### config.mk
export PLATFORM = sky130hd
export DESIGN_NAME = rx_iso_gate
export DESIGN_NICKNAME = d
export VERILOG_FILES = /design/src/rtl/rxg_pkg.sv /design/src/rtl/rxg_chan_match.sv /design/src/rtl/rxg_wr_track.sv /design/src/rtl/rxg_block_split.sv /design/src/rtl/rx_iso_gate.sv
export SDC_FILE = /design/constraint.sdc
export NUM_CORES = 1
export LEC_CHECK = 0
export BUFFER_PORTS_ARGS = -buffer_cell sky130_fd_sc_hd__buf_2
export CORE_AREA = 2 2 93 95
export DETAILED_ROUTE_END_ITERATION = 7
export DIE_AREA = 0 0 95 97
export PLACE_DENSITY_LB_ADDON = 0.05
export SETUP_SLACK_MARGIN = 0.1
export SLEW_MARGIN = 30
export SYNTH_ARGS = -nofsm -noshare
export SYNTH_HDL_FRONTEND = slang
export SYNTH_SLANG_ARGS = --single-unit
### constraint.sdc
create_clock -name clk -period 6.05 [get_ports clk]
set_input_delay 1.815 -clock clk [delete_from_list [all_inputs] [get_ports clk]]
set_output_delay 1.815 -clock clk [all_outputs]
set_load 0.01 [all_outputs]
### src/rtl/rxg_pkg.sv
package rxg_pkg;
  localparam int CHAN_W   = 6;
  localparam int CHAN_LSB = 8;

  typedef enum logic [1:0] {
    PS_IDLE,
    PS_TAKE,
    PS_SKIP
  } pkt_state_e;
endpackage

### src/rtl/rxg_chan_match.sv
module rxg_chan_match
  import rxg_pkg::*;
#(
  parameter int DW    = 32,
  parameter int NPORT = 2
) (
  input  logic [DW-1:0]           hdr,
  input  logic                    iso,
  input  logic [NPORT-1:0]        port_en,
  input  logic [NPORT*CHAN_W-1:0] port_chan,
  output logic                    accept
);
  logic [CHAN_W-1:0] hdr_chan;
  logic [NPORT-1:0]  hit;

  assign hdr_chan = hdr[CHAN_LSB +: CHAN_W];

  for (genvar g = 0; g < NPORT; g++) begin : g_port
    assign hit[g] = port_en[g] && (hdr_chan == port_chan[g*CHAN_W +: CHAN_W]);
  end

  // non-isochronous traffic is never filtered
  assign accept = !iso || (|hit);
endmodule

### src/rtl/rxg_wr_track.sv
module rxg_wr_track
  import rxg_pkg::*;
#(
  parameter int DW = 32,
  parameter int AW = 9
) (
  input  logic          clk,
  input  logic          rst,
  input  logic          in_valid,
  input  logic          in_sop,
  input  logic          in_eop,
  input  logic          in_bad,
  input  logic [DW-1:0] in_data,
  input  logic          accept_now,
  input  logic          fifo_full,
  input  logic          flush_bad,
  output logic          beat_wr,
  output logic          pkt_end,
  output logic          end_ok,
  output logic          fifo_we,
  output logic [AW-1:0] fifo_waddr,
  output logic [DW-1:0] fifo_wdata,
  output logic          fifo_rewind,
  output logic [AW-1:0] fifo_rewind_addr,
  output logic          rx_int
);
  pkt_state_e    st_q;
  logic          trunc_q;
  logic [AW-1:0] wptr_q;
  logic [AW-1:0] start_q;

  logic          sop_v;
  logic          taking;
  logic          trunc_prev;
  logic          trunc_now;
  logic          bad_now;
  logic          flush_now;
  logic          wr_raw;
  logic [AW-1:0] start_now;

  always_comb begin
    sop_v      = in_valid && in_sop;
    trunc_prev = sop_v ? 1'b0 : trunc_q;
    taking     = in_valid && (in_sop ? accept_now : (st_q == PS_TAKE));
    trunc_now  = trunc_prev || (taking && fifo_full);
    wr_raw     = taking && !fifo_full && !trunc_prev;
    pkt_end    = taking && in_eop;
    bad_now    = in_bad || trunc_now;
    flush_now  = pkt_end && flush_bad && bad_now;
    end_ok     = pkt_end && !flush_now;
    // the end beat of a discarded packet is never written
    beat_wr    = wr_raw && !flush_now;
    start_now  = sop_v ? wptr_q : start_q;
  end

  always_ff @(posedge clk) begin
    if (rst) begin
      st_q             <= PS_IDLE;
      trunc_q          <= 1'b0;
      wptr_q           <= '0;
      start_q          <= '0;
      fifo_we          <= 1'b0;
      fifo_waddr       <= '0;
      fifo_wdata       <= '0;
      fifo_rewind      <= 1'b0;
      fifo_rewind_addr <= '0;
      rx_int           <= 1'b0;
    end else begin
      fifo_we     <= beat_wr;
      fifo_rewind <= flush_now;
      rx_int      <= end_ok;
      if (beat_wr) begin
        fifo_waddr <= wptr_q;
        fifo_wdata <= in_data;
      end
      if (flush_now) begin
        fifo_rewind_addr <= start_now;
        wptr_q           <= start_now;
      end else if (beat_wr) begin
        wptr_q <= wptr_q + 1'b1;
      end
      if (sop_v) start_q <= wptr_q;
      if (in_valid) begin
        trunc_q <= in_eop ? 1'b0 : trunc_now;
        if (in_eop)      st_q <= PS_IDLE;
        else if (in_sop) st_q <= accept_now ? PS_TAKE : PS_SKIP;
      end
    end
  end
endmodule

### src/rtl/rxg_block_split.sv
module rxg_block_split #(
  parameter int TSW = 8
) (
  input  logic           clk,
  input  logic           rst,
  input  logic           trig_en,
  input  logic [TSW-1:0] trig_size,
  input  logic           flush_bad,
  input  logic           beat_wr,
  input  logic           pkt_end,
  input  logic           end_ok,
  output logic           blk_ready
);
  localparam int CW = TSW + 1;

  logic          active;
  logic [CW-1:0] cnt_q;
  logic [CW-1:0] cnt_inc;

  assign active  = trig_en && !flush_bad && (trig_size != '0);
  assign cnt_inc = cnt_q + CW'(beat_wr);

  always_ff @(posedge clk) begin
    if (rst) begin
      cnt_q     <= '0;
      blk_ready <= 1'b0;
    end else if (!active) begin
      cnt_q     <= '0;
      blk_ready <= 1'b0;
    end else if (pkt_end) begin
      // short tail block reported with the end of packet
      cnt_q     <= '0;
      blk_ready <= end_ok && (cnt_inc != '0);
    end else if (beat_wr && (cnt_inc == CW'(trig_size))) begin
      cnt_q     <= '0;
      blk_ready <= 1'b1;
    end else begin
      cnt_q     <= cnt_inc;
      blk_ready <= 1'b0;
    end
  end
endmodule

### src/rtl/rx_iso_gate.sv
module rx_iso_gate
  import rxg_pkg::*;
#(
  parameter int DW  = 32,
  parameter int AW  = 9,
  parameter int TSW = 8
) (
  input  logic              clk,
  input  logic              rst,
  input  logic              p1_en,
  input  logic [CHAN_W-1:0] p1_chan,
  input  logic              p2_en,
  input  logic [CHAN_W-1:0] p2_chan,
  input  logic              trig_en,
  input  logic [TSW-1:0]    trig_size,
  input  logic              flush_bad,
  input  logic              in_valid,
  input  logic              in_sop,
  input  logic              in_eop,
  input  logic              in_iso,
  input  logic              in_bad,
  input  logic [DW-1:0]     in_data,
  input  logic              fifo_full,
  output logic              fifo_we,
  output logic [AW-1:0]     fifo_waddr,
  output logic [DW-1:0]     fifo_wdata,
  output logic              fifo_rewind,
  output logic [AW-1:0]     fifo_rewind_addr,
  output logic              blk_ready,
  output logic              rx_int
);
  localparam int NPORT = 2;

  logic accept_now;
  logic beat_wr;
  logic pkt_end;
  logic end_ok;

  rxg_chan_match #(.DW(DW), .NPORT(NPORT)) u_match (
    .hdr       (in_data),
    .iso       (in_iso),
    .port_en   ({p2_en, p1_en}),
    .port_chan ({p2_chan, p1_chan}),
    .accept    (accept_now)
  );

  rxg_wr_track #(.DW(DW), .AW(AW)) u_wr (
    .clk              (clk),
    .rst              (rst),
    .in_valid         (in_valid),
    .in_sop           (in_sop),
    .in_eop           (in_eop),
    .in_bad           (in_bad),
    .in_data          (in_data),
    .accept_now       (accept_now),
    .fifo_full        (fifo_full),
    .flush_bad        (flush_bad),
    .beat_wr          (beat_wr),
    .pkt_end          (pkt_end),
    .end_ok           (end_ok),
    .fifo_we          (fifo_we),
    .fifo_waddr       (fifo_waddr),
    .fifo_wdata       (fifo_wdata),
    .fifo_rewind      (fifo_rewind),
    .fifo_rewind_addr (fifo_rewind_addr),
    .rx_int           (rx_int)
  );

  rxg_block_split #(.TSW(TSW)) u_split (
    .clk       (clk),
    .rst       (rst),
    .trig_en   (trig_en),
    .trig_size (trig_size),
    .flush_bad (flush_bad),
    .beat_wr   (beat_wr),
    .pkt_end   (pkt_end),
    .end_ok    (end_ok),
    .blk_ready (blk_ready)
  );
endmodule

Word-level counts from Yosys, hierarchy flattened --
Cells that the tools add are included.
Operators by class: $add $sub $neg 2, eq/ne operators 4, multiplexer cells 11, bitwise logic cells 1, reduce and logical (&&, ||, !) cells 32
Operators with widths (number):
- 2-to-1 mux 9 bit | 3
- logical AND 1 bit | 16
- == test 6 bit | 2
- adder 9 x 1 -> 9 bit | 1
- adder 9 x 1 -> 9 bit (second input constant) | 1
- == test 9 x 8 -> 1 bit | 1
- nonzero test 9 bit | 1
- nonzero test 8 bit | 1
- 2-to-1 mux 2 bit | 3
- zero test 1 bit | 5
- 2-to-1 mux 1 bit | 5
- nonzero test 2 bit | 2
- OR reduction 2 bit | 2
- OR reduction 4 bit | 1
- logical OR 1 bit | 3
- == test 2 x 1 -> 1 bit (second input constant) | 1
- AND reduction 2 bit | 1
- inverter 1 bit | 1
Word-level totals: flip-flop bits (word level) 84, input port bits 64, output and inout bits 54, word-level logic and storage cells 62

Logic depth before layout (Yosys ltp) --
Gate-level depths: netlist of the first run.
word-level depth 17, depth in mapped cells 16, gate-level depth less buffers 13

Modules after synthesis --
A second synthesis of the first run with hierarchy kept.
Second synthesis, totals: cells, all modules 459, area, all modules 3915.0 µm²
Modules (own cells, without submodules):
- rxg_wr_track | times used 1, cells an instance 353, area an instance 2935.3 µm², seq. area each 1481.4 µm²
- rxg_block_split | times used 1, cells an instance 89, area an instance 842.1 µm², seq. area each 200.2 µm²
- rxg_chan_match | times used 1, cells an instance 17, area an instance 137.6 µm², seq. area each 0.0 µm²

Worst setup path before layout of the first run --
Ideal clock, no wire load.
path kind input -> register, from in in_sop, to reg u_split.blk_ready, library setup time 59 ps, arrival time 5332 ps, data required time 5991 ps, setup slack 659 ps, cell stages on the path 15, buffers on the path 2, cells stage by stage clkbuf_1 > nand2_1 > a211oi_1 > o21ai_1 > a21o_1 > inv_2 > buf_2 > ha_1 > ha_1 > nand3_2 > xnor2_1 > a2111oi_2 > or4b_4 > nor4_4 > o211a_1
On the way: word-level cells in the longest chain between the ends 13, elaborated cells on any way between the ends 23, classes of those cells 1 x add/sub; 1 x eq/ne; 4 x mux; 17 x reduce/logical
RTL lines:
- from (decl) | RTL line rx_iso_gate.sv:18 | input logic in_sop,
- 2-to-1 mux 1 bit | RTL line rxg_wr_track.sv:44 | taking = in_valid && (in_sop ? accept_now : (st_q == PS_TAKE));
- logical AND 1 bit | RTL line rxg_wr_track.sv:44
- logical AND 1 bit | RTL line rxg_wr_track.sv:45 | trunc_now = trunc_prev || (taking && fifo_full);
- logical OR 1 bit | RTL line rxg_wr_track.sv:45
- logical OR 1 bit | RTL line rxg_wr_track.sv:48 | bad_now = in_bad || trunc_now;
- logical AND 1 bit | RTL line rxg_wr_track.sv:49 | flush_now = pkt_end && flush_bad && bad_now;
- zero test 1 bit | RTL line rxg_wr_track.sv:52 | beat_wr = wr_raw && !flush_now;
- logical AND 1 bit * | RTL line rxg_wr_track.sv:52
- named net beat_wr | RTL line rx_iso_gate.sv:35 | logic beat_wr;
- adder 9 x 1 -> 9 bit | RTL line rxg_block_split.sv:21 | assign cnt_inc = cnt_q + CW'(beat_wr);
- == test 9 x 8 -> 1 bit | RTL line rxg_block_split.sv:34 | end else if (beat_wr && (cnt_inc == CW'(trig_size))) begin
- logical AND 1 bit | RTL line rxg_block_split.sv:34
- 2-to-1 mux 1 bit | RTL line rxg_block_split.sv:34
- 2-to-1 mux 1 bit * | RTL line rxg_block_split.sv:30 | end else if (pkt_end) begin
- to (signal assigned) | RTL line rxg_block_split.sv:33 | blk_ready <= end_ok && (cnt_inc != '0);
- to (decl) | RTL line rxg_block_split.sv:12 | output logic blk_ready
Mark *: on every way through the listed nets, which the timed path passes. The rest lies on a longest branch. A chain may end at the register's enable or synchronous reset.

Final worst setup path of the first run --
from in in_sop, to reg u_split.cnt_q[0]
On the way: word-level cells in the longest chain between the ends 12, elaborated cells on any way between the ends 19, classes of those cells 1 x add/sub; 1 x eq/ne; 2 x mux; 15 x reduce/logical
RTL lines:
- 2-to-1 mux 1 bit | RTL line rxg_wr_track.sv:44
- logical AND 1 bit | RTL line rxg_wr_track.sv:44
- logical AND 1 bit | RTL line rxg_wr_track.sv:45
- logical OR 1 bit | RTL line rxg_wr_track.sv:45
- logical OR 1 bit | RTL line rxg_wr_track.sv:48
- logical AND 1 bit | RTL line rxg_wr_track.sv:49
- zero test 1 bit | RTL line rxg_wr_track.sv:52
- logical AND 1 bit | RTL line rxg_wr_track.sv:52
- adder 9 x 1 -> 9 bit | RTL line rxg_block_split.sv:21
- == test 9 x 8 -> 1 bit | RTL line rxg_block_split.sv:34
- logical AND 1 bit | RTL line rxg_block_split.sv:34
- OR reduction 4 bit (no line)
- to (signal assigned) | RTL line rxg_block_split.sv:38 | cnt_q <= cnt_inc;
- to (decl) | RTL line rxg_block_split.sv:17 | logic [CW-1:0] cnt_q;
Several ways; a longest one is shown, not always the timed one.

==> flow_metrics.py, run 1 <==
metrics = {
    "sta": {
        "timing.final.crit_share_pct": 83.5,
        "hold_viol_final": 0,
        "fin_tns_setup_ps": 0,
        "relSlewSlack_pct": 48.1,
        "skew_ps": 14.9,
        "tightest_slew_ps": 779,
        "rsz0062_at_grt": "no",
        "fmax_mhz": 198,
        "drv_slew": 0,
        "setup_slack_ps": 999,
        "finalSetupViolCount": 0,
        "min_period_ps": 5050,
    },
    "global_routing": {
        "grt_pass1_wl_microns": 15900,
        "busiest_layer": "met2",
        "antenna_found_initial": 0,
        "grt_pass1_vias": 3231,
        "met1_usage_pct": 28.5,
        "met2_usage_pct": 35.4,
        "grt.total_usage_pct": 21.4,
        "grt_max_degree": 75,
        "grt_overflow": 0,
        "use_met3_pct": 3.97,
    },
    "clock_tree": {
        "clk_pin_slew_ps": 90,
        "ctsHtreeMaxLevel": 3,
        "cts_buffers": 9,
        "cts.hold.buffers_added": 0,
        "cts_setup_buffers": 0,
        "root_buffer": "clkbuf_8",
        "clk_path_buf_depth": 2,
        "tritoncts": "yes",
        "worst_skew_pair.late_latency_ps": 350,
        "ctsResizeCount": 0,
        "cts_num_sinks": 84,
    },
    "worst_hold_path": {
        "hp-class": "flip-flop to flip-flop",
    },
    "cells_and_area": {
        "syn_to_final_growth_pct": 22.4,
        "final_cell_mix": "117 x buf_2, 93 x nand2_1, 84 x dfxtp_1",
        "n_antenna_cell": 0,
        "layout_commonest_cell": "buf_2",
        "drive_gt1_share_pct": 26.3,
        "nNetsFinal": 618,
        "fin_util_pct": 56.3,
    },
    "critical_path": {
        "end_kind": "flip-flop",
        "critPathMaxFanout": 10,
        "cp-start-kind": "primary input",
        "critPathKind": "primary input to flip-flop",
        "worstPathRequired_ps": 6260,
        "arrival_ps": 5270,
    },
    "floorplanning": {
        "io_pins": 118,
        "die-area_sq_um": 9220,
        "die_h_microns": 97,
        "start_util_pct": 46.0,
        "coreArea_sq_um": 8130,
        "row_count": 33,
        "dieWidth_microns": 95,
    },
    "yosys": {
        "synth_nets": 513,
        "ys_warn_count": 0,
        "synthArstFlopShare_pct": 0,
        "ys_ff_latch": 84,
        "syn-cell-area_sq_um": 3740,
        "synth_area_per_cell_sq_um": 8.39,
        "syn-instance-count": 446,
        "ys_seq_area_share_pct": 44.9,
        "synth_edf_count": 0,
        "yosys.cell_types.count": 56,
        "synth-main-ff-cell": "dfxtp_1",
    },
    "routing": {
        "wire_per_inst_microns": 14.5,
        "first_pass_iters": 4,
        "avgViaCountPerCell": 5.28,
        "drc": 0,
        "antenna_left": 0,
        "drtIter0Drc": 123,
        "routed_wl_microns": 9580,
        "vias": 3489,
    },
    "placement": {
        "dp_slack_ps": 659,
        "place_congestion": 0.898,
        "hpwlAfterDp_microns": 6840,
        "portBuffers": 117,
    },
    "pwr": {
        "power_density_nw_per_um2": 239,
        "leakagePower_nw": 1.92,
        "p_total_mw": 1.09,
        "peakVddDrop_mv": 0.140,
    },
    "status": {
        "status": "complete, no violations",
    },
    "run": {
        "maxCapViolCount": 0,
    },
}
## registers in the layout, indices dropped and copies added, names as in the netlist
name / count
u_wr.trunc_q: 1
u_wr.fifo_waddr: 9
u_wr.st_q: 2
u_wr.wptr_q: 9
u_wr.start_q: 9
u_wr.fifo_rewind: 1
u_wr.fifo_wdata: 32
u_split.cnt_q: 9
u_wr.fifo_we: 1
u_split.blk_ready: 1
u_wr.rx_int: 1
u_wr.fifo_rewind_addr: 9
## synth_stat cells, drive strengths merged, types with 8 or more instances
| master | instances | area share, % |
|---|---|---|
| nand2 | 93 | 9.3 |
| dfxtp | 84 | 45 |
| a21oi | 54 | 7.2 |
| nor2 | 28 | 2.8 |
| xnor2 | 20 | 4.7 |
| clkbuf | 18 | 1.8 |
| nand3 | 14 | 2.1 |
| nor3 | 11 | 1.5 |
| buf | 10 | 1.7 |
| a211oi | 9 | 1.8 |
| mux2i | 9 | 2.4 |
| xor2 | 9 | 2.1 |
| o21ai | 8 | 1.1 |
## metal layers
metal  share of wire (%)  vias up
met3                 4.5       12
met2                  50       84
li1                    -     1773
met4                 1.3        0
met5                   0        -
met1                  45     1620
## cells by family (layout without fill, tap and decap cells)
family	after synthesis	after routing	share of synthesized area [%]
compound gates	105	105	17.7
xor+xnor	29	29	6.78
fa+ha+maj	3	3	1.00
buf+inv	33	143	3.98
flops	84	84	44.9
mux	10	10	2.71
simple gates	182	182	22.9
## critical path: stages
cell,delay (ps)
buf_2,160
nand2_1,90
a211oi_1,330
o21ai_1,210
a21o_1,220
inv_2,60
ha_1,240
ha_1,280
nand3_2,120
xnor2_1,180
a2111oi_2,380
or4b_4,520
nor4_4,530
nor3b_1,120
## through the flow
step / cell area (sq um) / hold slack [ps] / cells
after floorplan: 3740 / 436 / 446
after global placement: 4370 / 439 / 645
after detailed placement: 4370 / 443 / 645
after CTS: 4580 / 455 / 661
after global routing: 4580 / 469 / 661
final: 4580 / 453 / 661
## area by class of cell
class | instances | area (sq um)
sequential | 84 | 1680
timing repair buffer | 122 | 623
tap | 105 | 131
fill | 808 | 3550
inverter | 5 | 18.8
clock buffer | 10 | 138
multi-input combinational | 329 | 1920
clock inverter | 6 | 72.6
## where the power goes
part | switching [mW] | total, mW | internal (mW)
sequential | 0.00593 | 0.569 | 0.563
combinational | 0.0598 | 0.103 | 0.0435
clock | 0.214 | 0.421 | 0.207
## final timing paths
check                             startpoint                         endpoint  slack (ps)  cells past startpoint
max                                   in_sop      u_split.cnt_q[0]$_SDFF_PP0_        1000                     14
min          u_wr.fifo_wdata[1]$_SDFFE_PP0P_  u_wr.fifo_wdata[1]$_SDFFE_PP0P_         450                      2
max reg2reg        u_wr.st_q[0]$_SDFFE_PP0P_      u_split.cnt_q[0]$_SDFF_PP0_        2160                     13
min reg2reg  u_wr.fifo_wdata[1]$_SDFFE_PP0P_  u_wr.fifo_wdata[1]$_SDFFE_PP0P_         450                      2
(Power assumes the default switching activity.)
==> run 2: changes to the inputs <==
clock period = 4.8 ns   (was 6.05 ns; I/O delays follow)
==> flow_metrics.py, run 2 (synthesis gave the netlist of run 1 again) <==
metrics = {
    "clock_tree": {
        "ctsResizeCount": 0,
        "cts_buffers": 9,
        "cts.hold.buffers_added": 0,
        "ctsHtreeMaxLevel": 3,
        "worst_skew_pair.late_latency_ps": 360,
        "clk_path_buf_depth": 2,
        "clk_pin_slew_ps": 80,
        "tritoncts": "yes",
        "root_buffer": "clkbuf_8",
        "cts_num_sinks": 84,
        "cts_setup_buffers": 0,
    },
    "floorplanning": {
        "dieWidth_microns": 95,
        "row_count": 33,
        "start_util_pct": 46.0,
        "die-area_sq_um": 9220,
        "die_h_microns": 97,
        "io_pins": 118,
        "coreArea_sq_um": 8130,
    },
    "sta": {
        "finalSetupViolCount": 0,
        "rsz0062_at_grt": "no",
        "fin_tns_setup_ps": 0,
        "skew_ps": 11.9,
        "drv_slew": 0,
        "fmax_mhz": 229,
        "tightest_slew_ps": 724,
        "hold_viol_final": 0,
        "min_period_ps": 4360,
        "timing.final.crit_share_pct": 90.9,
        "relSlewSlack_pct": 51.7,
    },
    "routing": {
        "routed_wl_microns": 9270,
        "avgViaCountPerCell": 5.21,
        "drtIter0Drc": 215,
        "wl_met1_microns": 4230,
        "vias": 3451,
        "drc": 0,
        "first_pass_iters": 4,
        "wl_met3_microns": 585,
        "top_layer": "met4",
        "met2_length_microns": 4340,
        "antenna_left": 0,
        "wire_per_inst_microns": 14.0,
    },
    "placement": {
        "hpwlAfterDp_microns": 6560,
        "placed_area_sq_um": 4400,
        "place_congestion": 0.796,
        "portBuffers": 117,
    },
    "critical_path": {
        "crit_path_max_incr_delay_ps": 510,
        "worstPathRequired_ps": 5020,
        "critPathKind": "primary input to flip-flop",
        "end_kind": "flip-flop",
        "crit_end": "u_split.cnt_q[8]$_SDFF_PP0_",
        "reg2reg_depth": 14,
        "r2r_start": "u_wr.trunc_q$_SDFFE_PP0P_",
        "critPathLaunch": "in_data[9]",
        "cp.depth": 15,
        "cp-start-kind": "primary input",
        "crit_path_top_delay_cell": "or4b_4",
        "crit_buf_inv": 3,
        "crit_family": "simple AND/OR/NAND/NOR gates",
        "critPathMaxFanout": 10,
        "crit_chain": "buf_2 > xnor2_1 > nand4_1 > o31a_1 > a21o_1 > inv_2 > ha_1 > ha_1 > nand3_2 > xnor2_1 > a2111oi_2 > or4b_4 > nor4_4 > buf_4 > nor3_1",
        "rr_endpoint": "u_split.cnt_q[8]$_SDFF_PP0_",
        "arrival_ps": 4580,
        "r2r_setup_slack_ps": 1400,
    },
    "global_routing": {
        "grt_pass1_vias": 3317,
        "grt_pass1_wl_microns": 15300,
        "antenna_found_initial": 0,
        "grt_overflow": 0,
        "grt_max_degree": 49,
        "grt.total_usage_pct": 20.7,
    },
    "pwr": {
        "peakVddDrop_mv": 0.161,
        "power_density_nw_per_um2": 288,
        "leakagePower_nw": 1.92,
    },
    "worst_hold_path": {
        "hp-class": "flip-flop to flip-flop",
    },
    "status": {
        "status": "complete, no violations",
    },
    "cells_and_area": {
        "final_cell_mix": "117 x buf_2, 92 x nand2_1, 84 x dfxtp_1",
        "num-fill-cells": 822,
        "drive_gt1_share_pct": 26.9,
        "regArea_sq_um": 1680,
        "stdcell_area_sq_um": 4580,
        "nNetsFinal": 620,
        "multi_input_area_sq_um": 1930,
        "n_antenna_cell": 0,
        "syn_to_final_growth_pct": 22.3,
        "top_register": "u_wr.fifo_wdata",
        "largest_register_ffs": 32,
        "layout_commonest_cell": "buf_2",
    },
    "run": {
        "maxCapViolCount": 0,
    },
}
## run 2: cell count changes in the layout (fill, tap and decap cells not counted), sizes merged
cell / delta
buf: +2
clkinv: -2
clkinvlp: +2
inv: +2
bufinv: -1
clkbuf: -1
## run 2: routing by layer
layer,GRT usage [%],vias up
met5,0,-
met4,6.91,0
met3,5.06,10
met2,33.1,95
met1,27.1,1575
li1,-,1771
## run 2: worst min path at each step
| stage | start | to | cells past startpoint |
|---|---|---|---|
| finish | u_wr.fifo_wdata[6]$_SDFFE_PP0P_ | u_wr.fifo_wdata[6]$_SDFFE_PP0P_ | 2 |
| global route | u_wr.fifo_wdata[25]$_SDFFE_PP0P_ | u_wr.fifo_wdata[25]$_SDFFE_PP0P_ | 2 |
| floorplan | u_wr.st_q[0]$_SDFFE_PP0P_ | u_wr.st_q[0]$_SDFFE_PP0P_ | 2 |
| CTS | u_wr.fifo_wdata[6]$_SDFFE_PP0P_ | u_wr.fifo_wdata[6]$_SDFFE_PP0P_ | 2 |
| detailed placement | u_wr.fifo_wdata[6]$_SDFFE_PP0P_ | u_wr.fifo_wdata[6]$_SDFFE_PP0P_ | 2 |
| global placement | u_wr.fifo_wdata[27]$_SDFFE_PP0P_ | u_wr.fifo_wdata[27]$_SDFFE_PP0P_ | 2 |
## run 2: worst min-delay path, delay by kind of cell, from the launching register on
family / cells / cell delay (ps)
simple gates: 1 / 50
flops: 1 / 310
compound gates: 1 / 50
## run 2: cell type report
type                            instances  share of cell area (%)
Multi-Input combinational cell        329                    42.1
Sequential cell                        84                    36.7
Timing Repair Buffer                  124                    13.9
Tap cell                              105                    2.87
Clock buffer                            9                    2.71
Clock inverter                          7                    1.26
Inverter                                5                   0.410
## run 2: through the flow
| step | power, mW | hold WS, ps | setup slack [ps] | util (%) | instances |
|---|---|---|---|---|---|
| floorplan | 0.805 | 436 | 116 | - | 446 |
| CTS | 1.34 | 456 | 454 | 56.3 | 663 |
| detailed placement | 0.866 | 444 | 83.5 | 54.0 | 647 |
| global route | 1.38 | 474 | 146 | 56.3 | 663 |
| global placement | 0.862 | 438 | 193 | 54.0 | 647 |
| finish | 1.32 | 455 | 438 | 56.3 | 663 |
## run 2: report_power, final
part           internal, mW  leakage (nW)  switching (mW)
clock                 0.195        0.0881           0.275
combinational        0.0554          1.15          0.0756
sequential            0.709         0.679         0.00735
total                 0.960          1.92           0.358
==> run 3: changes to the inputs <==
CORE_AREA = 2 2 89 91   (was 2 2 93 95)
DIE_AREA = 0 0 91 93   (was 0 0 95 97)
==> flow_metrics.py, run 3 (synthesis gave the netlist of run 1 again) <==
metrics = {
    "sta": {
        "skew_ps": 8.66,
        "drv_slew": 0,
        "timing.final.crit_share_pct": 90.7,
        "tightest_slew_ps": 762,
        "relSlewSlack_pct": 49.2,
        "rsz0062_at_grt": "no",
        "fin_tns_setup_ps": 0,
        "hold_viol_final": 0,
        "finalSetupViolCount": 0,
        "fmax_mhz": 230,
        "min_period_ps": 4350,
    },
    "pwr": {
        "leakagePower_nw": 1.92,
        "power_density_nw_per_um2": 290,
        "p_total_mw": 1.33,
        "peakVddDrop_mv": 0.276,
    },
    "status": {
        "status": "complete, no violations",
    },
    "critical_path": {
        "worstPathRequired_ps": 5020,
        "crit_chain": "buf_2 > xnor2_1 > nand4_1 > o31a_1 > a21o_1 > inv_2 > ha_1 > ha_1 > nand3_2 > xnor2_1 > a2111oi_2 > or4b_4 > nor4_4 > buf_4 > nor3_1",
        "crit_path_top_delay_cell": "or4b_4",
        "crit_family": "simple AND/OR/NAND/NOR gates",
        "cp-start-kind": "primary input",
        "crit_buf_inv": 3,
        "critPathMaxFanout": 10,
        "end_kind": "flip-flop",
        "crit_path_max_incr_delay_ps": 510,
        "arrival_ps": 4570,
        "critPathKind": "primary input to flip-flop",
    },
    "cells_and_area": {
        "largest_register_ffs": 32,
        "nNetsFinal": 621,
        "top_register": "u_wr.fifo_wdata",
        "layout_commonest_cell": "buf_2",
        "final_cell_mix": "117 x buf_2, 92 x nand2_1, 84 x dfxtp_1",
        "drive_gt1_share_pct": 27.0,
        "syn_to_final_growth_pct": 22.7,
        "n_antenna_cell": 0,
    },
    "run": {
        "maxCapViolCount": 0,
    },
    "clock_tree": {
        "clk_pin_slew_ps": 90,
        "clk_path_buf_depth": 2,
        "root_buffer": "clkbuf_8",
        "worst_skew_pair.late_latency_ps": 360,
        "ctsHtreeMaxLevel": 3,
        "ctsResizeCount": 0,
        "cts_buffers": 9,
        "cts_setup_buffers": 0,
        "cts.hold.buffers_added": 0,
        "tritoncts": "yes",
        "cts_num_sinks": 84,
    },
    "global_routing": {
        "grt_max_degree": 74,
        "grt_pass1_wl_microns": 15500,
        "antenna_found_initial": 0,
        "grt.total_usage_pct": 22.5,
        "grt_pass1_vias": 3339,
        "grt_overflow": 0,
    },
    "routing": {
        "avgViaCountPerCell": 5.31,
        "routed_wl_microns": 9280,
        "wire_per_inst_microns": 14.0,
        "vias": 3509,
        "antenna_left": 0,
        "drc": 0,
        "drtIter0Drc": 119,
        "first_pass_iters": 4,
    },
    "floorplanning": {
        "dieWidth_microns": 91,
        "start_util_pct": 49.7,
        "die-area_sq_um": 8460,
        "die_h_microns": 93,
        "coreArea_sq_um": 7530,
        "io_pins": 118,
        "row_count": 32,
    },
    "placement": {
        "portBuffers": 117,
        "hpwlAfterDp_microns": 6560,
        "place_congestion": 0.868,
    },
    "worst_hold_path": {
        "hp-class": "flip-flop to flip-flop",
    },
}
[run 3: changes by cell type in the layout (fill, tap and decap cells not counted), sizes merged]
cell      before  now
clkinvlp       2    3
clkinv         2    1
buf          124  125
[run 3: path summary, 6_finish.rpt]
path | startpoint | end | slack [ps] | depth (start not counted)
worst max-delay path | in_data[10] | u_split.cnt_q[6]$_SDFF_PP0_ | 450 | 15
worst min-delay path | u_wr.fifo_wdata[7]$_SDFFE_PP0P_ | u_wr.fifo_wdata[7]$_SDFFE_PP0P_ | 460 | 2
worst max register to register | u_wr.st_q[0]$_SDFFE_PP0P_ | u_split.cnt_q[6]$_SDFF_PP0_ | 1370 | 14
worst min register to register | u_wr.fifo_wdata[7]$_SDFFE_PP0P_ | u_wr.fifo_wdata[7]$_SDFFE_PP0P_ | 460 | 2
[run 3: final cells by class]
cell class	count	area (sq um)
Clock buffer	9	124
Clock inverter	7	70.1
Fill cell	724	2930
Inverter	5	18.8
Multi-Input combinational cell	329	1930
Sequential cell	84	1680
Tap cell	102	128
Timing Repair Buffer	125	646
[run 3: metal layers]
metal | vias up | global-route usage, % | share of wire (%)
met4 | 0 | 7.95 | 1.7
met1 | 1609 | 28.2 | 46
li1 | 1778 | - | -
met3 | 15 | 5.56 | 6.1
met5 | - | 0 | 0
met2 | 107 | 37.8 | 46
[run 3: worst register-to-register path, delay by kind of cell (launching register included)]
kind | cells | cell delay (ps)
AND/OR/NAND/NOR | 5 | 1010
AO/OA/AOI/OAI | 4 | 940
adder cells (fa/ha/maj) | 2 | 600
flip-flops | 1 | 340
buffers and inverters | 2 | 240
XOR/XNOR | 1 | 140
[run 3: per-stage QoR]
stage | hold slack (ps) | util (%) | setup WS (ps) | std cells | cell area (sq um)
global placement | 439 | 58.4 | 187 | 645 | 4390
floorplan | 436 | - | 116 | 446 | 3750
finish | 455 | 61.0 | 447 | 661 | 4590
global route | 474 | 61.0 | 202 | 661 | 4590
CTS | 457 | 61.0 | 460 | 661 | 4590
detailed placement | 445 | 58.4 | 93.5 | 645 | 4390
[run 3: where the power goes]
| group | leakage [nW] | switching [mW] | internal [mW] |
|---|---|---|---|
| Combinational | 1.15 | 0.0757 | 0.0555 |
| Clock | 0.0887 | 0.282 | 0.201 |
| Sequential | 0.679 | 0.00779 | 0.710 |
